File: src/rtl/dafir_pkg.sv
package dafir_pkg;

    typedef enum logic [1:0] {
        PH_IDLE   = 2'd0,
        PH_RUN    = 2'd1,
        PH_FINISH = 2'd2
    } dafir_phase_e;

endpackage

File: src/rtl/dafir_table.sv
module dafir_table #(
    parameter int NTAPS = 4,
    parameter int CW    = 8,
    parameter int SUMW  = 10,
    parameter logic [NTAPS*CW-1:0] COEFS = '0
) (
    input  logic [NTAPS-1:0] addr,
    output logic [SUMW-1:0]  value
);
    localparam int DEPTH = 1 << NTAPS;

    // entry k is the sum of the coefficients selected by the set bits of k
    function automatic logic [SUMW-1:0] entry_of(input int idx);
        logic [SUMW-1:0] acc;
        acc = '0;
        for (int n = 0; n < NTAPS; n++) begin
            if (((idx >> n) & 1) == 1)
                acc = acc + SUMW'(COEFS[n*CW +: CW]);
        end
        return acc;
    endfunction

    logic [SUMW-1:0] rom [DEPTH];

    for (genvar e = 0; e < DEPTH; e++) begin : g_entry
        assign rom[e] = entry_of(e);
    end

    assign value = rom[addr];

endmodule

File: src/rtl/dafir_slicer.sv
module dafir_slicer #(
    parameter int NTAPS    = 4,
    parameter int SAMPLE_W = 6
) (
    input  logic                      clk,
    input  logic                      rst_n,
    input  logic                      load,
    input  logic                      step,
    input  logic [NTAPS*SAMPLE_W-1:0] samples,
    output logic [NTAPS-1:0]          addr
);
    for (genvar n = 0; n < NTAPS; n++) begin : g_lane
        logic [SAMPLE_W-1:0] lane;

        // capture on load only; R2: LSB first, one bit per step
        always_ff @(posedge clk) begin
            if (!rst_n)
                lane <= '0;
            else if (load)
                lane <= samples[n*SAMPLE_W +: SAMPLE_W];
            else if (step)
                lane <= lane >> 1;
        end

        assign addr[n] = lane[0];
    end

endmodule

File: src/rtl/dafir_accum.sv
module dafir_accum #(
    parameter int SUMW       = 10,
    parameter int ACCW       = 11,
    parameter int SAMPLE_W   = 6,
    parameter int COEF_TOTAL = 0
) (
    input  logic                clk,
    input  logic                rst_n,
    input  logic                clear,
    input  logic                step,
    input  logic [SUMW-1:0]     part,
    output logic [ACCW-1:0]     acc,
    output logic [SAMPLE_W-1:0] low
);
    logic [ACCW-1:0] sum;

    assign sum = acc + ACCW'(part);

    always_ff @(posedge clk) begin
        if (!rst_n || clear)
            acc <= '0;
        else if (step)
            acc <= {1'b0, sum[ACCW-1:1]};
    end

    if (SAMPLE_W == 1) begin : g_low_one
        always_ff @(posedge clk) begin
            if (!rst_n || clear)
                low <= '0;
            else if (step)
                low <= sum[0];
        end
    end else begin : g_low_many
        always_ff @(posedge clk) begin
            if (!rst_n || clear)
                low <= '0;
            else if (step)
                low <= {sum[0], low[SAMPLE_W-1:1]};
        end
    end

    // shifting right keeps the accumulator within the coefficient total
    assert_acc_bound_R4: assert property (@(posedge clk) disable iff (!rst_n)
        int'(acc) <= COEF_TOTAL);

    // without clear or step the accumulated value holds
    assert_acc_hold_R8: assert property (@(posedge clk) disable iff (!rst_n)
        (!clear && !step) |=> ($stable(acc) && $stable(low)));

endmodule

File: src/rtl/dafir_ctrl.sv
module dafir_ctrl
    import dafir_pkg::*;
#(
    parameter int SAMPLE_W = 6,
    localparam int CNTW = (SAMPLE_W > 1) ? $clog2(SAMPLE_W) : 1
) (
    input  logic clk,
    input  logic rst_n,
    input  logic start,
    output logic load,
    output logic step,
    output logic busy,
    output logic done
);
    localparam logic [CNTW-1:0] LAST = CNTW'(SAMPLE_W - 1);

    dafir_phase_e    state, state_nx;
    logic [CNTW-1:0] cnt;

    always_ff @(posedge clk) begin
        if (!rst_n) begin
            state <= PH_IDLE;
            cnt   <= '0;
        end else begin
            state <= state_nx;
            if (load)
                cnt <= '0;
            else if (step)
                cnt <= cnt + 1'b1;
        end
    end

    always_comb begin
        state_nx = state;
        unique case (state)
            PH_IDLE:   if (start) state_nx = PH_RUN;
            PH_RUN:    if (cnt == LAST) state_nx = PH_FINISH;
            PH_FINISH: state_nx = PH_IDLE;
            default:   state_nx = PH_IDLE;
        endcase
    end

    always_comb begin
        load = 1'b0;
        step = 1'b0;
        busy = 1'b0;
        done = 1'b0;
        unique case (state)
            PH_IDLE:   load = start;
            PH_RUN:    begin step = 1'b1; busy = 1'b1; end
            PH_FINISH: begin busy = 1'b1; done = 1'b1; end
            default:   ;
        endcase
    end

    assert_done_single_R5: assert property (@(posedge clk) disable iff (!rst_n)
        done |=> !done);

    assert_done_busy_R7: assert property (@(posedge clk) disable iff (!rst_n)
        done |-> busy);

    // slices advance one per cycle until the last one
    assert_slice_advance_R3: assert property (@(posedge clk) disable iff (!rst_n)
        (state == PH_RUN && cnt != LAST) |=> (state == PH_RUN && cnt == $past(cnt) + 1'b1));

    assert_start_ignored_R6: assert property (@(posedge clk) disable iff (!rst_n)
        (busy && start) |=> !(state == PH_RUN && cnt == '0));

endmodule

File: src/rtl/dafir_mac.sv
module dafir_mac #(
    parameter int NTAPS    = 4,
    parameter int SAMPLE_W = 6,
    parameter int CW       = 8,
    parameter logic [NTAPS*CW-1:0] COEFS = {8'd255, 8'd1, 8'd3, 8'd2},
    localparam int SUMW = CW + $clog2(NTAPS),
    localparam int ACCW = SUMW + 1,
    localparam int RESW = SAMPLE_W + ACCW
) (
    input  logic                      clk,
    input  logic                      rst_n,
    input  logic                      start,
    input  logic [NTAPS*SAMPLE_W-1:0] samples,
    output logic                      busy,
    output logic                      done,
    output logic [RESW-1:0]           result
);
    function automatic int coef_total();
        int t;
        t = 0;
        for (int n = 0; n < NTAPS; n++)
            t += int'(COEFS[n*CW +: CW]);
        return t;
    endfunction

    localparam int COEF_TOTAL = coef_total();

    logic                load, step;
    logic [NTAPS-1:0]    addr;
    logic [SUMW-1:0]     part;
    logic [ACCW-1:0]     acc;
    logic [SAMPLE_W-1:0] low;

    dafir_ctrl #(.SAMPLE_W(SAMPLE_W)) u_ctrl (
        .clk(clk), .rst_n(rst_n), .start(start),
        .load(load), .step(step), .busy(busy), .done(done)
    );

    dafir_slicer #(.NTAPS(NTAPS), .SAMPLE_W(SAMPLE_W)) u_slicer (
        .clk(clk), .rst_n(rst_n), .load(load), .step(step),
        .samples(samples), .addr(addr)
    );

    dafir_table #(.NTAPS(NTAPS), .CW(CW), .SUMW(SUMW), .COEFS(COEFS)) u_table (
        .addr(addr), .value(part)
    );

    dafir_accum #(.SUMW(SUMW), .ACCW(ACCW), .SAMPLE_W(SAMPLE_W),
                  .COEF_TOTAL(COEF_TOTAL)) u_accum (
        .clk(clk), .rst_n(rst_n), .clear(load), .step(step),
        .part(part), .acc(acc), .low(low)
    );

    assign result = {acc, low};

    assert_result_hold_R8: assert property (@(posedge clk) disable iff (!rst_n)
        (!busy && !start) |=> $stable(result));

    assert_idle_quiet_R7: assert property (@(posedge clk) disable iff (!rst_n)
        !busy |-> !done);

endmodule

File: config.mk
export PLATFORM = sky130hd
export DESIGN_NAME = dafir_mac
export DESIGN_NICKNAME = d
export VERILOG_FILES = /design/src/rtl/dafir_pkg.sv /design/src/rtl/dafir_table.sv /design/src/rtl/dafir_slicer.sv /design/src/rtl/dafir_accum.sv /design/src/rtl/dafir_ctrl.sv /design/src/rtl/dafir_mac.sv
export SDC_FILE = /design/constraint.sdc
export NUM_CORES = 1
export LEC_CHECK = 0
export BUFFER_PORTS_ARGS = -buffer_cell sky130_fd_sc_hd__buf_2
export CAP_MARGIN = 20
export CORE_MARGIN = 2
export CORE_UTILIZATION = 55
export DETAILED_ROUTE_END_ITERATION = 10
export PLACE_DENSITY = 0.79
export SETUP_SLACK_MARGIN = 0.2
export SLEW_MARGIN = 20
export SYNTH_ARGS = -nofsm -noshare
export SYNTH_HDL_FRONTEND = slang
export SYNTH_SLANG_ARGS = --single-unit
File: constraint.sdc
create_clock -name clk -period 3.05 [get_ports clk]
set_clock_uncertainty 0.05 [all_clocks]
set_input_delay 0.1525 -clock clk [delete_from_list [all_inputs] [get_ports clk]]
set_output_delay 0.1525 -clock clk [all_outputs]
set_load 0.01 [all_outputs]
Yosys cells after proc, flatten, opt, wreduce, memory -nomap -nowiden
Memory sizes are Yosys's and may differ from the RTL's. Cells that the tools add are included.

Bits in registers: 45. Input port bits: 27. Memory bits (read-only): 160. Output and inout port bits: 19. Memories kept: 1.

Memories: (no name shown) (depth 16, bits a word 10, read ports 1, clocked after memory_dff 0, wr ports 0, RTL line dafir_table.sv:29) `assign value = rom[addr];`.

Add/sub/neg operators: 2. Order comparisons: 1. Reductions and logical operators: 7. Bitwise operators: 2. Equality and inequality tests: 5. Muxes and demuxes: 17.

Operators by type and width (count): 6-bit 2-to-1 mux (8); 10-bit 2-to-1 mux (2); 10-bit by 10-bit adder with 11-bit output (1); 5-bit greater-or-equal comparator (second input constant) (1); 4-bit NOT with 5-bit output (1); 1-bit 2-to-1 mux (4); 2-bit 2-to-1 mux (2); 2-bit one-hot mux with 2 select lines (1); 2-bit OR reduction (2); 3-bit by 1-bit adder with 3-bit output (second input constant) (1); 3-bit == test (second input constant) (1); 2-bit by 1-bit == test with 1-bit output (second input constant) (1); 2-bit == test (second input constant) (1); 2-bit logical NOT (1); 2-bit by 1-bit inequality test with 1-bit output (second input constant) (1); 2-bit inequality test (second input constant) (1); 2-bit AND reduction (1); 2-bit nonzero test (1); 1-bit logical NOT (1); 1-bit logical OR (1); 1-bit NOT (1).

Longest topological paths before layout
Gate-level depths: netlist (run 1).

Depth in word-level cells: 5. Mapped depth: 13. Mapped depth without buffers: 13.

Hierarchy
A second synthesis (run 1) with hierarchy kept.

Cells, all modules: 279. Area, all modules: 2780.2 sq um.

Modules (own cells, without submodules): dafir_slicer (seq. area each 480.5 sq um, instances 1, area an instance 1271.2 sq um, cells each 110); dafir_accum (seq. area each 320.3 sq um, instances 1, area an instance 1001.0 sq um, cells each 110); dafir_ctrl (seq. area each 100.1 sq um, instances 1, area an instance 320.3 sq um, cells each 33); dafir_table (seq. area each 0.0 sq um, instances 1, area an instance 187.7 sq um, cells each 26).

Worst setup path before layout (run 1)
OpenSTA, ideal clock, no wires.

Path type: register to register. Start: register u_slicer.g_lane[3].lane[0]. End: register u_accum.acc[5]. Buffers on the path: 1. Library setup time: 117 ps. Data required time: 2883 ps. Path slack: 648 ps. Cell stages (with the launch flop): 12. Arrival time: 2235 ps. Path through: dfxtp_1 clkbuf_1 xnor2_1 xnor2_1 ha_1 fa_1 a21o_1 a21oi_2 o21ai_1 xor2_1 mux2i_1 nor2_1.

Longest elaborated chain between the ends: 5.

Ends and longest elaborated chain: start: declaration (RTL line dafir_slicer.sv:13) `logic [SAMPLE_W-1:0] lane;`; start signal: assignment (RTL line dafir_slicer.sv:20) `lane <= samples[n*SAMPLE_W +: SAMPLE_W];`; start signal: assignment (RTL line dafir_slicer.sv:22) `lane <= lane >> 1;`; 4-bit NOT with 5-bit output (implied by the code) (RTL line dafir_table.sv:29); memory read 16 x 10 bit; 10-bit 2-to-1 mux (implied by the code) (2 in series) (RTL line dafir_table.sv:29); 10-bit by 10-bit adder with 11-bit output (RTL line dafir_accum.sv:17) `assign sum = acc + ACCW'(part);`; end signal: assignment (RTL line dafir_accum.sv:23) `acc <= {1'b0, sum[ACCW-1:1]};`; end: declaration (RTL line dafir_accum.sv:12) `output logic [ACCW-1:0] acc,`.

Every way passes these cells. The select of a mux whose other input is x is not followed. A chain may end at the register's enable or synchronous reset.

Final worst setup path (run 1)
Start: register u_slicer.g_lane[1].lane[0]. End: register u_accum.acc[7].

Longest elaborated chain between the ends: 5.

Ends and longest elaborated chain (RTL line): start: declaration (dafir_slicer.sv:13); start signal: assignment (dafir_slicer.sv:20); start signal: assignment (dafir_slicer.sv:22); 4-bit NOT with 5-bit output (implied by the code) (dafir_table.sv:29); memory read 16 x 10 bit; 10-bit 2-to-1 mux (implied by the code) (2 in series) (dafir_table.sv:29); 10-bit by 10-bit adder with 11-bit output (dafir_accum.sv:17).

Every way passes these cells. The select of a mux whose other input is x is not followed.

==> results of run 1 <==
-- flip-flops by register name, indices dropped and copies added, names as in the netlist --
signal and flops:
u_accum.low 6, u_slicer.g_lane.lane 24, u_ctrl.state 2, u_ctrl.cnt 3, u_accum.acc 10
-- cell families (layout without fill, tap and decap cells) --
family                     Yosys count  after routing
adders and majority gates           18             18
other                                1              1
buffers and inverters               25             63
muxes                               31             31
and+or+nand+nor                     64             64
DFF                                 45             45
AOI/OAI and AO/OA                   57             57
xor gates and xnor gates            12             12
-- area by class of cell --
type / instances / area (um2)
fill: 382 / 1525
multi-input combinational: 183 / 1413
sequential: 45 / 902.1
timing repair buffer: 47 / 242.7
clock buffer: 7 / 86.33
tap: 52 / 65.06
clock inverter: 1 / 30.03
inverter: 8 / 30.03
-- power by group --
part           internal (mW)  total [mW]  switching, mW
registers              0.639       0.678         0.0392
logic                  0.179       0.388          0.209
clock network          0.267       0.465          0.198
total                   1.09        1.53          0.446
-- metrics by stage --
| step | hold WS [ns] | setup WS (ns) | utilization (%) | power, mW |
|---|---|---|---|---|
| global route | 0.02732 | 0.2062 | 64.48 | 1.614 |
| floorplan | 0.2586 | 0.6477 | - | 0.9945 |
| finish | 0.03695 | 0.4674 | 64.48 | 1.532 |
| global placement | 0.3426 | 0.5398 | 61.57 | 1.066 |
| detailed placement | 0.3468 | 0.4803 | 61.57 | 1.077 |
| CTS | 0.03362 | 0.4429 | 64.28 | 1.539 |
-- how the worst min path moves through the flow --
stage,cells past startpoint,end,startpoint,slack (ns)
floorplan,2,u_slicer.g_lane[0].lane[5],start,0.26
CTS,2,u_slicer.g_lane[0].lane[3],samples[3],0.03
global placement,2,u_slicer.g_lane[2].lane[3],samples[15],0.34
global route,2,u_slicer.g_lane[3].lane[1],samples[19],0.03
detailed placement,2,u_slicer.g_lane[2].lane[3],samples[15],0.35
finish,2,u_slicer.g_lane[2].lane[4],samples[16],0.04
-- critical path, delay by kind of cell, from the launching register on --
family                   cells  cell delay (ns)
adder cells (fa/ha/maj)      2             0.74
AO/OA/AOI/OAI                4             0.58
flip-flops                   1             0.39
multiplexers                 2             0.24
buffers and inverters        2             0.16
AND/OR/NAND/NOR              2             0.15
XOR/XNOR                     1             0.15
-- cells in the mapped netlist (2+ instances only) --
cell / count
o21ai_1: 2
o211a_1: 21
xnor2_1: 6
buf_1: 2
ha_1: 17
mux2i_1: 31
a21o_1: 2
buf_2: 7
o22ai_1: 2
nand2_1: 31
nand3b_1: 4
a21oi_2: 2
dfxtp_1: 45
nand2b_1: 2
nor2_1: 16
o21ai_0: 3
xor2_1: 6
a21boi_0: 5
inv_1: 8
nand3_1: 6
clkbuf_1: 6
o211ai_1: 3
nor2b_1: 3
buf_4: 2
a21oi_1: 8
a211oi_1: 3
-- per-layer routing --
layer / up-vias / global-route usage, %
met3: 4 / 6.205
li1: 965 / -
met4: 0 / 6.410
met2: 41 / 32.81
met1: 854 / 23.95
met5: - / 0
==> metrics.md, run 1 <==
| Metric | Value |
|---|---|
| PD cells | 553.1 nW/um2 |
| M1 WL | 2160 um |
| Worst slew margin | 60.86% |
| DR pass1 iterations | 4 |
| Initial core utilization | 56.21% |
| Worst R2R End | u_accum.acc[7] |
| Via count | 1864 |
| Global-route wire length before repair | 7672 um |
| Ant diodes | 0 |
| Routed wl met3 | 193 um |
| TritonCTS Buffers | 5 |
| Worst-margin pin slew | 0.5856 ns |
| Mux contribution to synthesized area | 12.86% |
| Yosys cell types | 36 |
| Die area | 4934 um2 |
| Post-CTS setup buffer count | 0 |
| Top routing layer used | met4 |
| Met2 Routed Length | 2211 um |
| FMAX | 0.3872 GHz |
| DRC viols | 0 |
| Setup TNS | 0 ns |
| H-Tree Depth | 2 |
| Vias in the first global route | 1744 |
| Average size of a mapped cell | 9.540 um2 |
| CP Data Required Time | 3.17 ns |
| DR iter-0 viols | 62 |
| Total congestion overflow | 0 |
| Synth warnings | 0 |
| #FFs+latches synth | 45 |
| Clock-pin slew on the worst setup and hold paths | 0.08 ns |
| Inst Count DP | 335 |
| RR Startpoint | u_slicer.g_lane[1].lane[0] |
| Syn Nets | 298 |
| Worst setup path startpoint | u_slicer.g_lane[1].lane[0] |
| Final net count | 335 |
| Leakage power | 1.385 nW |
| Hold WC Path Type | in2reg |
| Setup crit start kind | flop |
| Synth Area in XOR/XNOR | 4.355% |
| Largest net degree at the start of global routing | 47 |
| All-Layer GR Usage | 19.65% |
| Status | finished, final reports clean |
| Final Routed Wirelength | 4613 um |
| Fin crit share | 84.68% |
| CP Class | reg2reg |
| Vias per Instance | 5.434 |
| Share of layout cells above drive strength 1 | 20.96% |
| Post-route design area | 2769 um2 |
| Peak VDD IR | 0.3838 mV |
| Die width | 70.25 um |
| Port Buffers | 44 |
| Detailed placement HPWL | 3216 um |
| Critical Path AT | 2.70 ns |
| Post-layout min period | 2.583 ns |
| CP Capture Type | flop |
| Core area | 4294 um2 |
| Clock Path Buffers | 2 |
| Critical Path Max Stage Delay | 0.44 ns |
| Row Count | 24 |
| CTS tree | yes |
| Post-Place Cell Area | 2644 um2 |
| Layout area overhead | 14.72% |
| Synth top area share | 37.33% |
| Adder-cell share of the synthesized area | 9.642% |
| CP cell instances | inv_1 -> ha_1 -> inv_1 -> mux2i_1 -> nor2_1 -> a21oi_1 -> fa_1 -> a21o_1 -> a21oi_4 -> o31ai_4 -> xor2_1 -> mux2i_1 -> nor2_1 |
| Async set-reset flop share out of synthesis | 0% |
| Root buf cell | clkbuf_8 |
| Resize count post-CTS | 0 |
| Routed Antenna Nets | 0 |
| Sequential area share after synthesis | 37.33% |
| DIE HEIGHT | 70.25 um |
| Gate Count Post-Synth | 253 |
| Simple-gate share of the synthesized area | 11.61% |
| Critical Path End | u_accum.acc[7] |
| Reg2reg setup slack | 0.47 ns |
| # Max-Cap Violations | 0 |
| Slew Limit Fails | 0 |
| Mapped Area | 2414 um2 |
| Setup violators final | 0 |
| Hold_buf cts | 0 |
| Slowest CP cell | fa_1 |
| R2R cell count | 13 |
| Hold Fails Final Rpt | 0 |
| EDFF count, synth | 0 |
| Number of I/O pins | 46 |
| Largest family of logic cells by synthesized area | compound AO/OA/AOI/OAI gates |
| Clock sinks | 45 |
| Synth area leaders | dfxtp_1 37%, mux2i_1 13%, ha_1 8.8% |
| Area leader, netlist | dfxtp_1 |
| Complex-gate fraction of the synthesized area | 19.49% |
| Antenna violations before repair | 0 |
| Worst skew pair latency | 0.30 ns |
| RSZ-0062 raised after global routing | no |
| Top FF cell, synth | dfxtp_1 |
| Most frequent cells in the layout | 44 x buf_2, 44 x dfxtp_1, 31 x mux2i_1, 31 x nand2_1, 21 x o211a_1 |
| CP Max Fanout | 4 |
| Routed wire length per instance | 13.45 um |
| Post-Layout Cell Count | 343 |
| RePlAce Congestion | 0.8245 |
(Power assumes the default switching activity.)
==> run 2, diff against run 1 <==
--- a/config.mk
+++ b/config.mk
@@ -5,12 +5,13 @@
 export SDC_FILE = /design/constraint.sdc
 export NUM_CORES = 1
 export LEC_CHECK = 0
+export ABC_AREA = 1
 export BUFFER_PORTS_ARGS = -buffer_cell sky130_fd_sc_hd__buf_2
 export CAP_MARGIN = 20
 export CORE_MARGIN = 2
-export CORE_UTILIZATION = 55
+export CORE_UTILIZATION = 50
 export DETAILED_ROUTE_END_ITERATION = 10
-export PLACE_DENSITY = 0.79
+export PLACE_DENSITY = 0.76
 export SETUP_SLACK_MARGIN = 0.2
 export SLEW_MARGIN = 20
 export SYNTH_ARGS = -nofsm -noshare
==> constraint.sdc (replaced) <==
create_clock -name clk -period 2.3 [get_ports clk]
set_clock_uncertainty 0.05 [all_clocks]
set_input_delay 0.115 -clock clk [delete_from_list [all_inputs] [get_ports clk]]
set_output_delay 0.115 -clock clk [all_outputs]
set_load 0.01 [all_outputs]
==> metrics.md, run 2 <==
| Metric | Value |
|---|---|
| Worst skew pair latency | 0.31 ns |
| CP Data Required Time | 2.47 ns |
| Most frequent cells after synthesis | 109 x nand2_1, 45 x dfxtp_1, 32 x inv_1 |
| Post-layout min period | 2.066 ns |
| Initial core utilization | 51.79% |
| Post-route design area | 3033 um2 |
| Synth Area in XOR/XNOR | 1.432% |
| Complex-gate fraction of the synthesized area | 14.02% |
| Sequential area share after synthesis | 36.83% |
| Setup crit start kind | flop |
| Row Count | 25 |
| Final Routed Wirelength | 5402 um |
| Async set-reset flop share out of synthesis | 0% |
| Peak VDD IR | 0.4621 mV |
| Simple-gate share of the synthesized area | 28.85% |
| Routed Antenna Nets | 0 |
| Port Buffers | 44 |
| Vias in the first global route | 2134 |
| Layout area overhead | 23.99% |
| PD cells | 1064 nW/um2 |
| Yosys cell types | 30 |
| RSZ-0062 raised after global routing | yes |
| #FFs+latches synth | 45 |
| EDFF count, synth | 0 |
| Clock-pin slew on the worst setup and hold paths | 0.10 ns |
| Fin crit share | 89.84% |
| RePlAce Congestion | 0.8939 |
| Synth top area share | 36.83% |
| Area leader, netlist | dfxtp_1 |
| Multi-input logic area | 1440 um2 |
| Top FF cell, synth | dfxtp_1 |
| Largest registers | u_slicer.g_lane.lane (24), u_accum.acc (10), u_accum.low (6) |
| H-Tree Depth | 2 |
| Mapped Area | 2446 um2 |
| Commonest non-fill, non-tap cell in the layout | nand2_1 |
| Final net count | 449 |
| Hold WC Path Type | in2reg |
| Detailed placement HPWL | 3517 um |
| Syn Nets | 399 |
| Post-Place Cell Area | 2714 um2 |
| Antenna violations before repair | 0 |
| Critical Path AT | 2.23 ns |
| Largest register FFs | 24 |
| Setup violators final | 0 |
| Adder-cell share of the synthesized area | 9.514% |
| Ant diodes | 0 |
| Clock Path Buffers | 2 |
| Routed wire length per instance | 11.44 um |
| Status | finished, final reports clean |
| Top reg by flops | u_slicer.g_lane.lane |
| Mux contribution to synthesized area | 0% |
| Global-route wire length before repair | 8907 um |
| Largest family of logic cells by synthesized area | simple AND/OR/NAND/NOR gates |
| TritonCTS Buffers | 5 |
| Die width | 73.95 um |
| Most frequent cells in the layout | 100 x nand2_1, 44 x buf_2, 41 x dfxtp_1 |
| CP Capture Type | flop |
| DR iter-0 viols | 117 |
| Setup TNS | 0 ns |
| Leakage power | 1.376 nW |
| FMAX | 0.4840 GHz |
| DIE HEIGHT | 73.95 um |
| Synth area leaders | dfxtp_1 37%, nand2_1 17%, ha_1 8.7% |
| Number of I/O pins | 46 |
| Share of layout cells above drive strength 1 | 25.19% |
| Largest net degree at the start of global routing | 49 |
| Clock sinks | 45 |
| DRC viols | 0 |
| # Max-Cap Violations | 0 |
| Via count | 2352 |
| Gate Count Post-Synth | 354 |
| DR pass1 iterations | 4 |
| Vias per Instance | 4.983 |
| Slew Limit Fails | 0 |
| Die area | 5468 um2 |
| Hold Fails Final Rpt | 0 |
| Core area | 4723 um2 |
| CP Max Fanout | 5 |
| CP Class | reg2reg |
| Register area | 910.9 um2 |
| Root buf cell | clkbuf_8 |
| Fillers | 439 |
| CTS tree | yes |
| Average size of a mapped cell | 6.910 um2 |
| Total congestion overflow | 0 |
| Top-count cell post-synth | nand2_1 |
| Synth warnings | 0 |
| All-Layer GR Usage | 20.70% |
-- run 2: cell count changes in the layout (fill, tap and decap cells not counted), sizes merged, moves of 10 or more --
cell	before	now
a21oi	10	30
mux2i	31	0
nor2	16	26
nand3	6	31
a31oi	1	16
nand2	31	109
o211a	21	0
inv	8	40
-- run 2: worst paths after layout --
kind                                            startpoint                    endpoint  slack (ns)  cells past startpoint
worst max-delay path            u_slicer.g_lane[1].lane[0]              u_accum.acc[4]        0.23                     15
worst min-delay path                           samples[11]  u_slicer.g_lane[1].lane[5]       0.008                      3
worst max register to register  u_slicer.g_lane[1].lane[0]              u_accum.acc[4]        0.23                     15
worst min register to register  u_slicer.g_lane[1].lane[1]  u_slicer.g_lane[1].lane[0]        0.41                      2
-- run 2: routing by layer --
metal  track usage (%)  wire (um)
met1             25.55       2469
met2             35.81       2665
met3             3.252        176
met4             8.889         91
met5                 0          0
-- run 2: worst max-delay path, cell delays in order (launching register included) --
cell      delay, ns
dfxtp_4        0.39
inv_4          0.05
ha_4           0.27
nand2_2        0.06
o211ai_1       0.07
o21ai_1        0.11
ha_1           0.35
inv_1          0.09
nand2_2        0.05
and2_4         0.16
nand2_2        0.07
nand2_1        0.04
nand2_1        0.05
nand3_1        0.06
nand2_1        0.07
inv_1          0.03
-- run 2: what timing repair did --
action                                  4_1_cts  5_1_grt
hold buffers                                  3        0
hold endpoints to repair                      3        0
gates resized for setup                      12       30
pin swaps                                     2        5
endpoints found under the setup margin        8        8
buffers inserted                              2        5
-- run 2: where the power goes --
part	internal, mW	switching [mW]
Combinational	0.639	0.963
Clock	0.230	0.313
Sequential	0.951	0.131
Total	1.82	1.41
-- run 2: cell type report --
| class | instances | share of cell area [%] |
|---|---|---|
| inverter | 37 | 4.744 |
| tap | 67 | 2.764 |
| multi-input combinational | 256 | 47.48 |
| clock inverter | 3 | 0.9488 |
| timing repair buffer | 59 | 11.76 |
| clock buffer | 5 | 2.269 |
| sequential | 45 | 30.03 |
-- run 2: through the flow --
stage	total power [mW]	hold WS [ns]	setup WS, ns	util (%)	instances
after floorplan	2.133	0.2034	0.2421	-	354
after global placement	2.436	0.3193	0.1355	57.46	454
after detailed placement	2.468	0.3255	0.06851	57.46	454
after CTS	3.093	0.004700	0.1995	61.09	467
after global routing	3.522	0.02003	0.08897	64.21	472
final	3.227	0.008296	0.2337	64.21	472
-- run 2: kinds of logic (layout without fill, tap and decap cells) --
family | after synthesis | in the layout
xor+xnor | 4 | 4
simple gates | 171 | 171
flops | 45 | 45
fa+ha+maj | 18 | 18
buf+inv | 53 | 104
other cells | 1 | 1
compound gates | 62 | 62
==> run 3, diff against run 2 <==
--- a/config.mk
+++ b/config.mk
@@ -10,6 +10,7 @@
 export CAP_MARGIN = 20
 export CORE_MARGIN = 2
 export CORE_UTILIZATION = 50
+export CTS_BUF_LIST = sky130_fd_sc_hd__clkbuf_16
 export DETAILED_ROUTE_END_ITERATION = 10
 export PLACE_DENSITY = 0.76
 export SETUP_SLACK_MARGIN = 0.2
==> metrics.md, run 3 (synthesized netlist as in run 2, its figures left out) <==
| Metric | Value |
|---|---|
| Routed wire length per instance | 11.55 um |
| Worst skew pair latency | 0.28 ns |
| Largest register FFs | 24 |
| CP Max Fanout | 5 |
| TritonCTS Buffers | 5 |
| Ant diodes | 0 |
| Pwr Total | 3.423 mW |
| Slew Limit Fails | 0 |
| Commonest non-fill, non-tap cell in the layout | nand2_1 |
| Row Count | 25 |
| Dpl ws | 0.06851 ns |
| Setup violators final | 0 |
| Number of I/O pins | 46 |
| Initial core utilization | 51.79% |
| Status | finished, final reports clean |
| CP Data Required Time | 2.44 ns |
| Post-Layout Cell Count | 467 |
| FMAX | 0.4822 GHz |
| Detailed placement HPWL | 3517 um |
| Critical Path AT | 2.21 ns |
| R2R cell count | 15 |
| Core area | 4723 um2 |
| Critical Path End | u_accum.acc[4] |
| Die width | 73.95 um |
| Peak VDD IR | 0.5898 mV |
| Hold WS | 0.02160 ns |
| Layout area overhead | 23.89% |
| CP Capture Type | flop |
| Clock Path Buffers | 2 |
| Family with the most delay on the worst path | adder cells |
| PD cells | 1130 nW/um2 |
| Share of layout cells above drive strength 1 | 24.25% |
| Clock sinks | 45 |
| Root buf cell | clkbuf_16 |
| Final net count | 444 |
| Final Routed Wirelength | 5394 um |
| Setup crit start kind | flop |
| Critical Path Max Stage Delay | 0.36 ns |
| Worst setup path startpoint | u_slicer.g_lane[1].lane[0] |
| CP Class | reg2reg |
| RePlAce Congestion | 0.8939 |
| Buf/Inv on CP | 3 |
| Hold Fails Final Rpt | 0 |
| DRC viols | 0 |
| Fillers | 433 |
| DR iter-0 viols | 146 |
| Global-route wire length before repair | 8921 um |
| All-Layer GR Usage | 20.48% |
| Hold WC Path Type | in2reg |
| Critical Path Stages | 15 |
| Top reg by flops | u_slicer.g_lane.lane |
| Setup TNS | 0 ns |
| # Max-Cap Violations | 0 |
| Routed Antenna Nets | 0 |
| Die area | 5468 um2 |
| DR pass1 iterations | 4 |
| Leakage power | 1.379 nW |
| Total congestion overflow | 0 |
| CTS tree | yes |
| Most frequent cells in the layout | 101 x nand2_1, 44 x buf_2, 41 x dfxtp_1 |
| Fin crit share | 90.17% |
| Slowest CP cell | dfxtp_2 |
| Port Buffers | 44 |
| RR Startpoint | u_slicer.g_lane[1].lane[0] |
| DIE HEIGHT | 73.95 um |
| Reg2reg setup slack | 0.23 ns |
| Clock-pin slew on the worst setup and hold paths | 0.07 ns |
| Vias per Instance | 5.013 |
| Vias in the first global route | 2128 |
| Largest registers | u_slicer.g_lane.lane (24), u_accum.acc (10), u_accum.low (6) |
| H-Tree Depth | 2 |
| CP cell instances | inv_2 -> ha_4 -> nand2_2 -> o211ai_1 -> o21ai_1 -> ha_1 -> inv_1 -> nand2_2 -> and2_4 -> nand2_2 -> nand2_1 -> nand2_1 -> nand3_1 -> nand2_1 -> inv_1 |
| Post-layout min period | 2.074 ns |
| Inst Count DP | 454 |
| Via count | 2341 |
| Antenna violations before repair | 0 |
| Worst R2R End | u_accum.acc[4] |
| RSZ-0062 raised after global routing | yes |
| PnR worst setup slack | 0.2261 ns |
| Largest net degree at the start of global routing | 49 |
| Hold_buf cts | 0 |
[run 3: cell count changes in the layout (fill, tap and decap cells not counted), sizes merged]
| cell | change |
|---|---|
| buf | -2 |
| dlygate4sd3 | -3 |
[run 3: layout make-up]
class	count	area (um2)	share of cell area, %
Inverter	37	138.9	4.583
Timing Repair Buffer	54	307.8	10.16
Clock buffer	5	125.1	4.129
Sequential cell	45	905.9	29.89
Multi-Input combinational cell	256	1440	47.52
Clock inverter	3	28.78	0.9496
Tap cell	67	83.83	2.766
[run 3: per-layer routing]
layer  share of wire, %  vias to the layer above  wire (um)  track usage (%)
met1                 47                     1049       2546            25.72
met4                1.1                        0         58            6.465
met2                 49                       49       2635            36.01
met5                  0                        -          0                0
met3                2.9                        7        154            3.252
li1                   -                     1236          -                -
[run 3: worst min-delay path by stage]
| stage | start | end | slack [ns] | cells past startpoint |
|---|---|---|---|---|
| after global routing | samples[23] | u_slicer.g_lane[3].lane[5] | 0.04 | 3 |
| final | samples[17] | u_slicer.g_lane[2].lane[5] | 0.02 | 3 |
| after floorplan | rst_n | u_slicer.g_lane[0].lane[0] | 0.20 | 2 |
| after detailed placement | samples[17] | u_slicer.g_lane[2].lane[5] | 0.33 | 3 |
| after global placement | samples[23] | u_slicer.g_lane[3].lane[5] | 0.32 | 3 |
| after CTS | samples[17] | u_slicer.g_lane[2].lane[5] | 0.02 | 3 |
[run 3: worst register-to-register path, cell delays in order (launching register included)]
cell and delay [ns]:
dfxtp_2 0.36, inv_2 0.06, ha_4 0.27, nand2_2 0.07
o211ai_1 0.08, o21ai_1 0.11, ha_1 0.36, inv_1 0.09
nand2_2 0.05, and2_4 0.16, nand2_2 0.07, nand2_1 0.05
nand2_1 0.05, nand3_1 0.06, nand2_1 0.07, inv_1 0.03
[run 3: repair_timing]
item	CTS	global route
pin swaps	2	10
hold endpoints to repair	0	0
setup buffers	3	2
setup endpoints to repair	8	8
gates resized for setup	10	23
[run 3: report_power, final]
group          internal (mW)  switching [mW]
clock                  0.419           0.334
sequential             0.948           0.129
combinational          0.628           0.965
[run 3: per-stage QoR]
stage / instance area, um2 / utilization, %
finish: 3030 / 64.16
global route: 3030 / 64.16
CTS: 2915 / 61.72
detailed placement: 2714 / 57.46
global placement: 2714 / 57.46
floorplan: 2446 / -
